## src/rtl/xirq_pkg.sv

```systemverilog
package xirq_pkg;
  localparam int NUM_CH   = 7;
  localparam int NUM_AUTO = 6;
  localparam int NUM_PROG = 4;
  localparam int NUM_SUB  = 2;
  localparam int NUM_TMR  = 2;
  localparam int ADDR_W   = 3;
  localparam int DATA_W   = 8;

  localparam logic [ADDR_W-1:0] ADR_STAT = 3'd0;
  localparam logic [ADDR_W-1:0] ADR_LOW  = 3'd1;
  localparam logic [ADDR_W-1:0] ADR_EN   = 3'd2;
  localparam logic [ADDR_W-1:0] ADR_SUB  = 3'd3;
  localparam logic [ADDR_W-1:0] ADR_POL  = 3'd4;

  // status register: channel STAT_CH_LO..6 at bits STAT_BIT_LO..7
  localparam int STAT_CH_LO  = 2;
  localparam int STAT_BIT_LO = 3;
  localparam int TMR_BIT_LO  = 2;
  localparam int SUB_EN_LO   = 4;
  localparam int GIE_BIT     = DATA_W - 1;

  typedef enum logic [1:0] {
    POL_PROG = 2'd0,
    POL_RISE = 2'd1,
    POL_FALL = 2'd2
  } pol_mode_e;

  function automatic pol_mode_e chan_mode(input int ch);
    if (ch < NUM_PROG) return POL_PROG;
    else if (ch == 5)  return POL_FALL;
    else               return POL_RISE;
  endfunction

  function automatic int clr_bit(input int ch);
    if (ch < STAT_CH_LO) return ch;
    else                 return ch - STAT_CH_LO + STAT_BIT_LO;
  endfunction
endpackage

```

## src/rtl/xirq_sync.sv

```systemverilog
module xirq_sync #(
  parameter int W      = 6,
  parameter int STAGES = 2
) (
  input  logic         clk_i,
  input  logic         rst_ni,
  input  logic [W-1:0] d_i,
  output logic [W-1:0] q_o
);
  logic [W-1:0] stage_q [STAGES];

  for (genvar s = 0; s < STAGES; s++) begin : g_stage
    always_ff @(posedge clk_i or negedge rst_ni) begin
      if (!rst_ni)    stage_q[s] <= '0;
      else if (s == 0) stage_q[s] <= d_i;
      else            stage_q[s] <= stage_q[(s == 0) ? 0 : s-1];
    end
  end

  assign q_o = stage_q[STAGES-1];
endmodule

```

## src/rtl/xirq_edge_flag.sv

```systemverilog
module xirq_edge_flag
  import xirq_pkg::*;
#(
  parameter pol_mode_e MODE = POL_RISE
) (
  input  logic clk_i,
  input  logic rst_ni,
  input  logic sig_i,
  input  logic pol_rise_i,
  input  logic clr_i,
  output logic set_o,
  output logic flag_o
);
  logic prev_q, flag_q, inv;

  always_comb begin
    case (MODE)
      POL_RISE: inv = 1'b0;
      POL_FALL: inv = 1'b1;
      default:  inv = ~pol_rise_i;
    endcase
  end

  // raw history kept, both samples mapped by current polarity: no false event on polarity change
  assign set_o = (sig_i ^ inv) & ~(prev_q ^ inv);

  always_ff @(posedge clk_i or negedge rst_ni) begin
    if (!rst_ni) begin
      prev_q <= 1'b0;
      flag_q <= 1'b0;
    end else begin
      prev_q <= sig_i;
      flag_q <= set_o | (flag_q & ~clr_i);
    end
  end

  assign flag_o = flag_q;
endmodule

```

## src/rtl/xirq_sub_or.sv

```systemverilog
module xirq_sub_or #(
  parameter int N = 2
) (
  input  logic         clk_i,
  input  logic         rst_ni,
  input  logic [N-1:0] evt_i,
  input  logic [N-1:0] en_i,
  input  logic [N-1:0] clr_i,
  output logic [N-1:0] flag_o,
  output logic         any_o
);
  logic [N-1:0] flag_q;

  for (genvar j = 0; j < N; j++) begin : g_sub
    always_ff @(posedge clk_i or negedge rst_ni) begin
      if (!rst_ni) flag_q[j] <= 1'b0;
      else         flag_q[j] <= (evt_i[j] & en_i[j]) | (flag_q[j] & ~clr_i[j]);
    end
  end

  assign flag_o = flag_q;
  assign any_o  = |flag_q;
endmodule

```

## src/rtl/xirq_ctrl.sv

```systemverilog
module xirq_ctrl
  import xirq_pkg::*;
#(
  parameter int SYNC_STAGES = 2
) (
  input  logic                clk_i,
  input  logic                rst_ni,
  input  logic [NUM_AUTO-1:0] src_i,
  input  logic [NUM_SUB-1:0]  sub_evt_i,
  input  logic [NUM_AUTO-1:0] ack_i,
  input  logic [NUM_TMR-1:0]  tmr_ovf_i,
  input  logic [NUM_TMR-1:0]  tmr_ack_i,
  input  logic                reg_we_i,
  input  logic [ADDR_W-1:0]   reg_addr_i,
  input  logic [DATA_W-1:0]   reg_wdata_i,
  output logic [DATA_W-1:0]   reg_rdata_o,
  output logic [NUM_CH-1:0]   req_o,
  output logic [NUM_TMR-1:0]  tmr_flag_o
);
  localparam int CH6 = NUM_CH - 1;

  logic [NUM_AUTO-1:0] src_s;
  logic [NUM_CH-1:0]   flag, set_ev, clr, sw_clr;
  logic [NUM_CH-1:0]   en_q;
  logic                gie_q;
  logic [NUM_PROG-1:0] pol_q;
  logic [NUM_SUB-1:0]  sub_en_q, sub_flag, sub_clr;
  logic                sub_or;
  logic [NUM_TMR-1:0]  tmr_q;
  logic                wr_stat, wr_low, wr_en, wr_sub, wr_pol;

  assign wr_stat = reg_we_i && (reg_addr_i == ADR_STAT);
  assign wr_low  = reg_we_i && (reg_addr_i == ADR_LOW);
  assign wr_en   = reg_we_i && (reg_addr_i == ADR_EN);
  assign wr_sub  = reg_we_i && (reg_addr_i == ADR_SUB);
  assign wr_pol  = reg_we_i && (reg_addr_i == ADR_POL);

  always_comb begin
    for (int k = 0; k < NUM_CH; k++) begin
      if (k < STAT_CH_LO) sw_clr[k] = wr_low  & reg_wdata_i[clr_bit(k)];
      else                sw_clr[k] = wr_stat & reg_wdata_i[clr_bit(k)];
    end
  end

  xirq_sync #(
    .W      (NUM_AUTO),
    .STAGES (SYNC_STAGES)
  ) u_sync (
    .clk_i  (clk_i),
    .rst_ni (rst_ni),
    .d_i    (src_i),
    .q_o    (src_s)
  );

  for (genvar k = 0; k < NUM_AUTO; k++) begin : g_ch
    localparam pol_mode_e MODE = chan_mode(k);
    logic pol_rise;
    if (MODE == POL_PROG) begin : g_prog
      assign pol_rise = pol_q[k];
    end else begin : g_fixed
      assign pol_rise = 1'b0;
    end

    assign clr[k] = ack_i[k] | sw_clr[k];

    xirq_edge_flag #(
      .MODE (MODE)
    ) u_flag (
      .clk_i      (clk_i),
      .rst_ni     (rst_ni),
      .sig_i      (src_s[k]),
      .pol_rise_i (pol_rise),
      .clr_i      (clr[k]),
      .set_o      (set_ev[k]),
      .flag_o     (flag[k])
    );
  end

  // channel 6: OR of two sticky sub-flags, edge detected, software clear only
  for (genvar j = 0; j < NUM_SUB; j++) begin : g_subclr
    assign sub_clr[j] = wr_sub & reg_wdata_i[j];
  end

  xirq_sub_or #(
    .N (NUM_SUB)
  ) u_sub (
    .clk_i  (clk_i),
    .rst_ni (rst_ni),
    .evt_i  (sub_evt_i),
    .en_i   (sub_en_q),
    .clr_i  (sub_clr),
    .flag_o (sub_flag),
    .any_o  (sub_or)
  );

  assign clr[CH6] = sw_clr[CH6];

  xirq_edge_flag #(
    .MODE (POL_RISE)
  ) u_flag6 (
    .clk_i      (clk_i),
    .rst_ni     (rst_ni),
    .sig_i      (sub_or),
    .pol_rise_i (1'b0),
    .clr_i      (clr[CH6]),
    .set_o      (set_ev[CH6]),
    .flag_o     (flag[CH6])
  );

  for (genvar j = 0; j < NUM_TMR; j++) begin : g_tmr
    always_ff @(posedge clk_i or negedge rst_ni) begin
      if (!rst_ni)           tmr_q[j] <= 1'b0;
      else if (tmr_ovf_i[j]) tmr_q[j] <= 1'b1;
      else if (tmr_ack_i[j] | (wr_low & reg_wdata_i[TMR_BIT_LO+j]))
                             tmr_q[j] <= 1'b0;
    end
  end

  always_ff @(posedge clk_i or negedge rst_ni) begin
    if (!rst_ni) begin
      en_q     <= '0;
      gie_q    <= 1'b0;
      pol_q    <= '0;
      sub_en_q <= '0;
    end else begin
      if (wr_en) begin
        en_q  <= reg_wdata_i[NUM_CH-1:0];
        gie_q <= reg_wdata_i[GIE_BIT];
      end
      if (wr_pol) pol_q    <= reg_wdata_i[NUM_PROG-1:0];
      if (wr_sub) sub_en_q <= reg_wdata_i[SUB_EN_LO +: NUM_SUB];
    end
  end

  always_comb begin
    reg_rdata_o = '0;
    case (reg_addr_i)
      ADR_STAT: begin
        for (int k = STAT_CH_LO; k < NUM_CH; k++) reg_rdata_o[clr_bit(k)] = flag[k];
      end
      ADR_LOW: begin
        for (int k = 0; k < STAT_CH_LO; k++) reg_rdata_o[clr_bit(k)] = flag[k];
        reg_rdata_o[TMR_BIT_LO +: NUM_TMR] = tmr_q;
      end
      ADR_EN: begin
        reg_rdata_o[NUM_CH-1:0] = en_q;
        reg_rdata_o[GIE_BIT]    = gie_q;
      end
      ADR_SUB: begin
        reg_rdata_o[NUM_SUB-1:0]           = sub_flag;
        reg_rdata_o[SUB_EN_LO +: NUM_SUB]  = sub_en_q;
      end
      ADR_POL:  reg_rdata_o[NUM_PROG-1:0] = pol_q;
      default:  reg_rdata_o = '0;
    endcase
  end

  assign req_o      = flag & en_q & {NUM_CH{gie_q}};
  assign tmr_flag_o = tmr_q;
endmodule

```

## config.mk

```make
export PLATFORM = sky130hd
export DESIGN_NAME = xirq_ctrl
export DESIGN_NICKNAME = d
export VERILOG_FILES = /design/src/rtl/xirq_pkg.sv /design/src/rtl/xirq_sync.sv /design/src/rtl/xirq_edge_flag.sv /design/src/rtl/xirq_sub_or.sv /design/src/rtl/xirq_ctrl.sv
export SDC_FILE = /design/constraint.sdc
export NUM_CORES = 1
export LEC_CHECK = 0
export CAP_MARGIN = 20
export CORE_MARGIN = 8
export CORE_UTILIZATION = 35
export DETAILED_ROUTE_END_ITERATION = 10
export PLACE_DENSITY = 0.59
export SYNTH_ARGS = -nofsm -noshare
export SYNTH_HDL_FRONTEND = slang
export SYNTH_SLANG_ARGS = --single-unit
```

## constraint.sdc

```tcl
create_clock -name clk_i -period 1.1 [get_ports clk_i]
set_clock_uncertainty 0.1 [all_clocks]
set_input_delay 0.11 -clock clk_i [delete_from_list [all_inputs] [get_ports clk_i]]
set_output_delay 0.11 -clock clk_i [all_outputs]
set_load 0.01 [all_outputs]
```

Word level (Yosys, flattened, before mapping)
Cells that the tools add are included.
W data, S select, Z words.
{ "classes": {"n_addsub": 0, "n_mul": 0, "div": 0, "n_lt_le_gt_ge": 14, "eq_ne": 4, "shifts": 0, "muxes": 34, "bitwise_logic": 78, "n_reduce_logical": 16} }
{ "op_table": {"columns": ["op", "count"], "rows": [
  ["$ge A32 B1 Y1 const B", 7],
  ["$lt A32 B5 Y1 const B", 7],
  ["$mux W32", 7],
  ["$bwmux W8", 5],
  ["$and A1 B1 Y1", 29],
  ["$demux W1 S3", 7],
  ["$not A1 Y1", 20],
  ["$or A1 B1 Y1", 17],
  ["$and A8 B8 Y8", 2],
  ["$pmux W2 S4", 2],
  ["$and A7 B7 Y7", 2],
  ["$logic_and A1 B1 Y1", 12],
  ["$mux W1", 11],
  ["$pmux W2 S5", 1],
  ["$xor A1 B1 Y1", 8],
  ["$eq A3 B2 Y1 const B", 2],
  ["$pmux W2 S3", 1],
  ["$reduce_bool A2 Y1", 2],
  ["$eq A3 B1 Y1 const B", 1],
  ["$eq A3 B3 Y1 const B", 1],
  ["$logic_not A3 Y1", 1],
  ["$reduce_or A2 Y1", 1]
]} }
{ "word_totals": {"register_bits": 44, "latch_bits": 0, "ram_bits": 0, "romBits": 0, "inputBits": 32, "output_inout_bits": 17, "word_cells": 170, "memories": 0} }

Longest topological paths before layout
{ "depth": {"word_depth": 12, "depth_mapped": 4, "ltp_nobuf": 3} }

Cells and area by module
A second synthesis with hierarchy kept.
{ "hier_totals": {"cells_unflattened": 164, "hier_area_um2": 2099.5} }
{ "modules_own_cells": {"columns": ["mod", "instances", "cells_each", "area_each_um2", "seq_area_each_um2"], "rows": [
  ["xirq_ctrl", 1, 94, 1122.3, 400.4],
  ["xirq_sync", 1, 18, 345.3, 300.3],
  ["xirq_edge_flag (g_ch[0].u_flag ...)", 4, 7, 80.1, 50.0],
  ["xirq_edge_flag (g_ch[4].u_flag ...)", 3, 5, 75.1, 50.0],
  ["xirq_sub_or", 1, 9, 86.3, 50.0]
]} }

Worst setup path before layout
No wires, ideal clock.
{ "synth_timing": {"kind": "input-to-reg", "startpoint": "in reg_addr_i[0]", "endpoint": "reg en_q[0]", "setup_time_ns": 0.125, "t_arrival_ns": 0.881, "t_required_ns": 0.875, "slack_ns": -0.006, "stages": 3, "n_path_buf": 1, "path_cell_list": "nor4bb_2 -> buf_6 -> mux2_4"} }
{ "synth_via": {"elab_chain_cells": 2} }
{ "synth_rtl": {"columns": ["element", "line_no", "text"], "rows": [
  ["from (decl)", "xirq_ctrl.sv:14", "input logic [ADDR_W-1:0] reg_addr_i,"],
  ["$eq A3 B2 Y1", "xirq_ctrl.sv:34", "assign wr_en = reg_we_i && (reg_addr_i == ADR_EN);"],
  ["$logic_and A1 B1 Y1", "xirq_ctrl.sv:34", null],
  ["to (signal assigned)", "xirq_ctrl.sv:127", "en_q <= reg_wdata_i[NUM_CH-1:0];"],
  ["to (decl)", "xirq_ctrl.sv:24", "logic [NUM_CH-1:0] en_q;"]
]} }
No other way between the ends.
A chain may end at the register's enable or synchronous reset.

Worst setup path in the final report
{ "layout_timing": {"startpoint": "reg sub_en_q[0]", "endpoint": "out reg_rdata_o[4]"} }
{ "layout_via": {"elab_chain_cells": 1} }
{ "layout_rtl": {"columns": ["element", "line_no", "text"], "rows": [
  ["from (decl)", "xirq_ctrl.sv:27", "logic [NUM_SUB-1:0] sub_en_q, sub_flag, sub_clr;"],
  ["from (signal assigned)", "xirq_ctrl.sv:131", "if (wr_sub) sub_en_q <= reg_wdata_i[SUB_EN_LO +: NUM_SUB];"],
  ["$pmux W2 S4", "xirq_ctrl.sv:137", "case (reg_addr_i)"],
  ["to (decl)", "xirq_ctrl.sv:16", "output logic [DATA_W-1:0] reg_rdata_o,"]
]} }
No other way between the ends.

==> implementation parameters <==
Parameter                              Value

Timing
  Shortest clock period the worst path allows after layout ... 1.53 ns
  RSZ-0062 raised after global routing ... yes
  Total setup violations reported at the end of the flow ... 28
  Worst hold slack ... 0.151 ns
  Worst max-slew margin expressed relative to the limit ... 0.820
  Final worst setup slack ... -0.427 ns
  Final count of hold timing violations ... 0
  Worst slew pin tran ... 0.269 ns
  Number of max-slew violations in the final report ... 0
  F_max ... 655 MHz
  Ratio of final minimum period to clock period ... 1.39

Clock network
  TritonCTS buffer count ... 5
  Master cell of the clock root buffer ... sky130_fd_sc_hd__clkbuf_8
  CTS HTree Levels ... 2
  CTS tree ... done
  Number of sinks handled by clock tree synthesis ... 44
  Clock transition time at the flip-flop clock pins of the worst setup and hold paths ... 0.07 ns
  Clk buf depth ... 2
  Worst-skew pair later-pin latency ... 0.29 ns

Critical path
  Worst path required time ... 0.89 ns
  Critical Path Sink Type ... output pin
  Startpoint type of the worst setup path ... flop
  Max FO, Critical Path ... 2
  Data arrival, critical path ... 1.32 ns
  Type of the worst setup path ... reg -> out

Hold path
  Hold/Removal Path Class ... in -> reg

GRT
  Global-route wire length before repair ... 8650 um
  Number of global-route vias before repair ... 1736
  GR Util All Layers ... 0.133
  Maximum number of pins on one net before global-route repair ... 45
  Total gr overflow ... 0
  Antenna violations before repair ... 0

Synthesis
  Synth area leader ... sky130_fd_sc_hd__dfrtp_1
  Count of distinct cell types in the synthesized netlist ... 31
  Main area contributors after synthesis ... sky130_fd_sc_hd__dfrtp_1 (57%), sky130_fd_sc_hd__mux2_4 (9.4%), sky130_fd_sc_hd__nand2_1 (4.5%), sky130_fd_sc_hd__mux2i_1 (2.6%), sky130_fd_sc_hd__and3_1 (2.3%)
  Mapped Area ... 1920 um2
  Synth Register Bits ... 44
  Leading register cell type out of synthesis ... sky130_fd_sc_hd__dfrtp_1
  Gate count of the mapped netlist ... 153
  Area fraction of the dominant cell type after synthesis ... 0.574
  Synth Warn # ... 0
  Seq/Total Area, Yosys ... 0.574
  Post-Syn Nets ... 185
  Share of async-settable or async-resettable flops after synthesis ... 1.00
  Post-synth EDFFs ... 0
  Syn Area/Cell ... 12.5 um2

Final layout
  Fill cells ... 464
  Fraction of final layout cells sized beyond drive strength 1 ... 0.457
  Post-route insts no fill ... 326
  Nets ... 285
  Signed area change from the synthesized netlist to the final layout ... 62.6%
  ANT cells ... 0
  Area of all placed cells without fillers ... 3120 um2

Placement
  Setup slack at placement ... -1.04 ns
  Routability congestion estimate ... 0.825
  Port bufs ... 48
  DP HPWL ... 3760 um
  Placed Area ... 2710 um2
  Total instance count after detailed placement ... 301

Power and ir drop
  Power density over the cells ... 1490 nW/um2
  Peak supply drop ... 0.000847 V
  Post-layout total power ... 4.65 mW
  Leakage ... 1.47 nW

Floorplanning
  Cell Rows ... 27
  Y dimension of the die ... 90.0 um
  Horizontal die dimension ... 90.0 um
  Die area ... 8110 um2
  Starting Density ... 0.355
  Core footprint ... 5410 um2
  Top-level port count ... 49

Drt
  Routed wire length ... 5320 um
  Router iterations before antenna repair ... 4
  DRC viols ... 0
  Routed wirelength normalized by instance count ... 16.3 um
  Routed via count divided by cell count ... 4.76
  Number of antenna-violating nets in the routed design ... 0
  Number of vias in the routed layout ... 1551
  Number of DRC markers in iteration 0 ... 41

Run status
  Violations in the final reports ... setup timing
  Result of the run ... finished with violations

Flow run
  Maximum Capacitance Violations ... 0
==> report_power, final <==
group	switching, mW	total, mW	internal [mW]
Combinational	0.477	1.34	0.860
Sequential	0.170	2.00	1.83
Clock	0.511	1.31	0.801
==> worst paths after layout <==
kind,from,end,slack (ns),depth (start not counted)
hold / removal,src_i[0],u_sync.stage_q[6]$_DFF_PN0_,0.15,1
setup / recovery,sub_en_q[0]$_DFFE_PN0N_,reg_rdata_o[4],-0.43,4
setup reg to reg,u_sub.flag_o[1]$_DFF_PN0_,u_flag6.flag_o$_DFF_PN0_,-0.10,3
min in group asynchronous,rst_ni,g_ch[4].u_flag.flag_o$_DFF_PN0_,0.21,3
max in group asynchronous,rst_ni,u_sync.q_o[0]$_DFF_PN0_,0.48,3
hold reg to reg,u_sync.stage_q[7]$_DFF_PN0_,u_sync.q_o[1]$_DFF_PN0_,0.25,0
==> Yosys cell counts, types with 3 or more instances <==
master and count:
sky130_fd_sc_hd__a211o_1 4, sky130_fd_sc_hd__a22o_1 3, sky130_fd_sc_hd__a22oi_1 5, sky130_fd_sc_hd__and3_1 7, sky130_fd_sc_hd__dfrtp_1 44, sky130_fd_sc_hd__inv_1 11, sky130_fd_sc_hd__mux2_4 12, sky130_fd_sc_hd__mux2i_1 5
sky130_fd_sc_hd__nand2_1 23, sky130_fd_sc_hd__nor2_1 7, sky130_fd_sc_hd__o211ai_1 4
==> worst max-delay path, cell delays in order (launching register included) <==
cell and delay, ns:
sky130_fd_sc_hd__dfrtp_1 0.40, sky130_fd_sc_hd__mux2_4 0.28, sky130_fd_sc_hd__a22oi_2 0.16, sky130_fd_sc_hd__nor2_1 0.06
sky130_fd_sc_hd__buf_2 0.13
==> repair_timing <==
action,in CTS,in global routing
setup endpoints to repair,42,28
endpoints found under the hold margin,44,0
setup buffers,10,14
pin swaps,5,17
hold buffers,1,0
resized for setup,118,28
==> layout by cell type, fill, tap and decap left out, types with 5 or more instances in the layout <==
cell type,count
sky130_fd_sc_hd__a22oi_2,5
sky130_fd_sc_hd__and3_4,6
sky130_fd_sc_hd__buf_2,10
sky130_fd_sc_hd__buf_4,25
sky130_fd_sc_hd__buf_6,31
sky130_fd_sc_hd__clkbuf_8,7
sky130_fd_sc_hd__clkdlybuf4s50_1,26
sky130_fd_sc_hd__dfrtp_1,44
sky130_fd_sc_hd__inv_1,11
sky130_fd_sc_hd__mux2_4,14
sky130_fd_sc_hd__mux2i_1,5
sky130_fd_sc_hd__nand2_1,22
==> layout make-up <==
type                    count  area [um2]  share of cell area
flip-flops and latches     44        1100               0.353
repair buffers             97         916               0.294
multi-input cells          94         845               0.271
clock buffers               7        96.3              0.0309
well taps                  72        90.1              0.0289
inverters                  11        41.3              0.0132
clock inverters             1        30.0             0.00963
==> stage by stage <==
step	setup TNS [ns]	utilization
2_1_floorplan	0	-
3_3_place_gp	-27.19	0.502
3_5_place_dp	-28.87	0.502
4_1_cts	-4.35	0.550
5_1_grt	-5.55	0.577
6_report	-4.35	0.577
==> routing by layer <==
metal  up-vias  track usage  part of all wire
met5         -            0                 0
met4         0       0.0458            0.0088
met3         4       0.0407             0.046
met2        39        0.224              0.52
met1       767        0.156              0.42
li1        741            -                 -
==> logic make-up (layout without fill, tap and decap cells) <==
group / Yosys count / count (layout) / synth area share
flip-flops: 44 / 44 / 0.574
AO/OA/AOI/OAI: 25 / 25 / 0.103
multiplexers: 19 / 19 / 0.132
buffers and inverters: 15 / 116 / 0.0385
AND/OR/NAND/NOR: 50 / 50 / 0.153
==> registers in the layout, summed over array words and instances (netlist names) <==
signal              flops
sub_en_q                2
u_flag6.flag_o          1
g_ch.u_flag.flag_o      6
tmr_flag_o              2
gie_q                   1
en_q                    7
u_flag6.prev_q          1
pol_q                   4
u_sub.flag_o            2
g_ch.u_flag.prev_q      6
u_sync.stage_q          6
u_sync.q_o              6
Note: power is estimated with default switching activity, not from simulation.
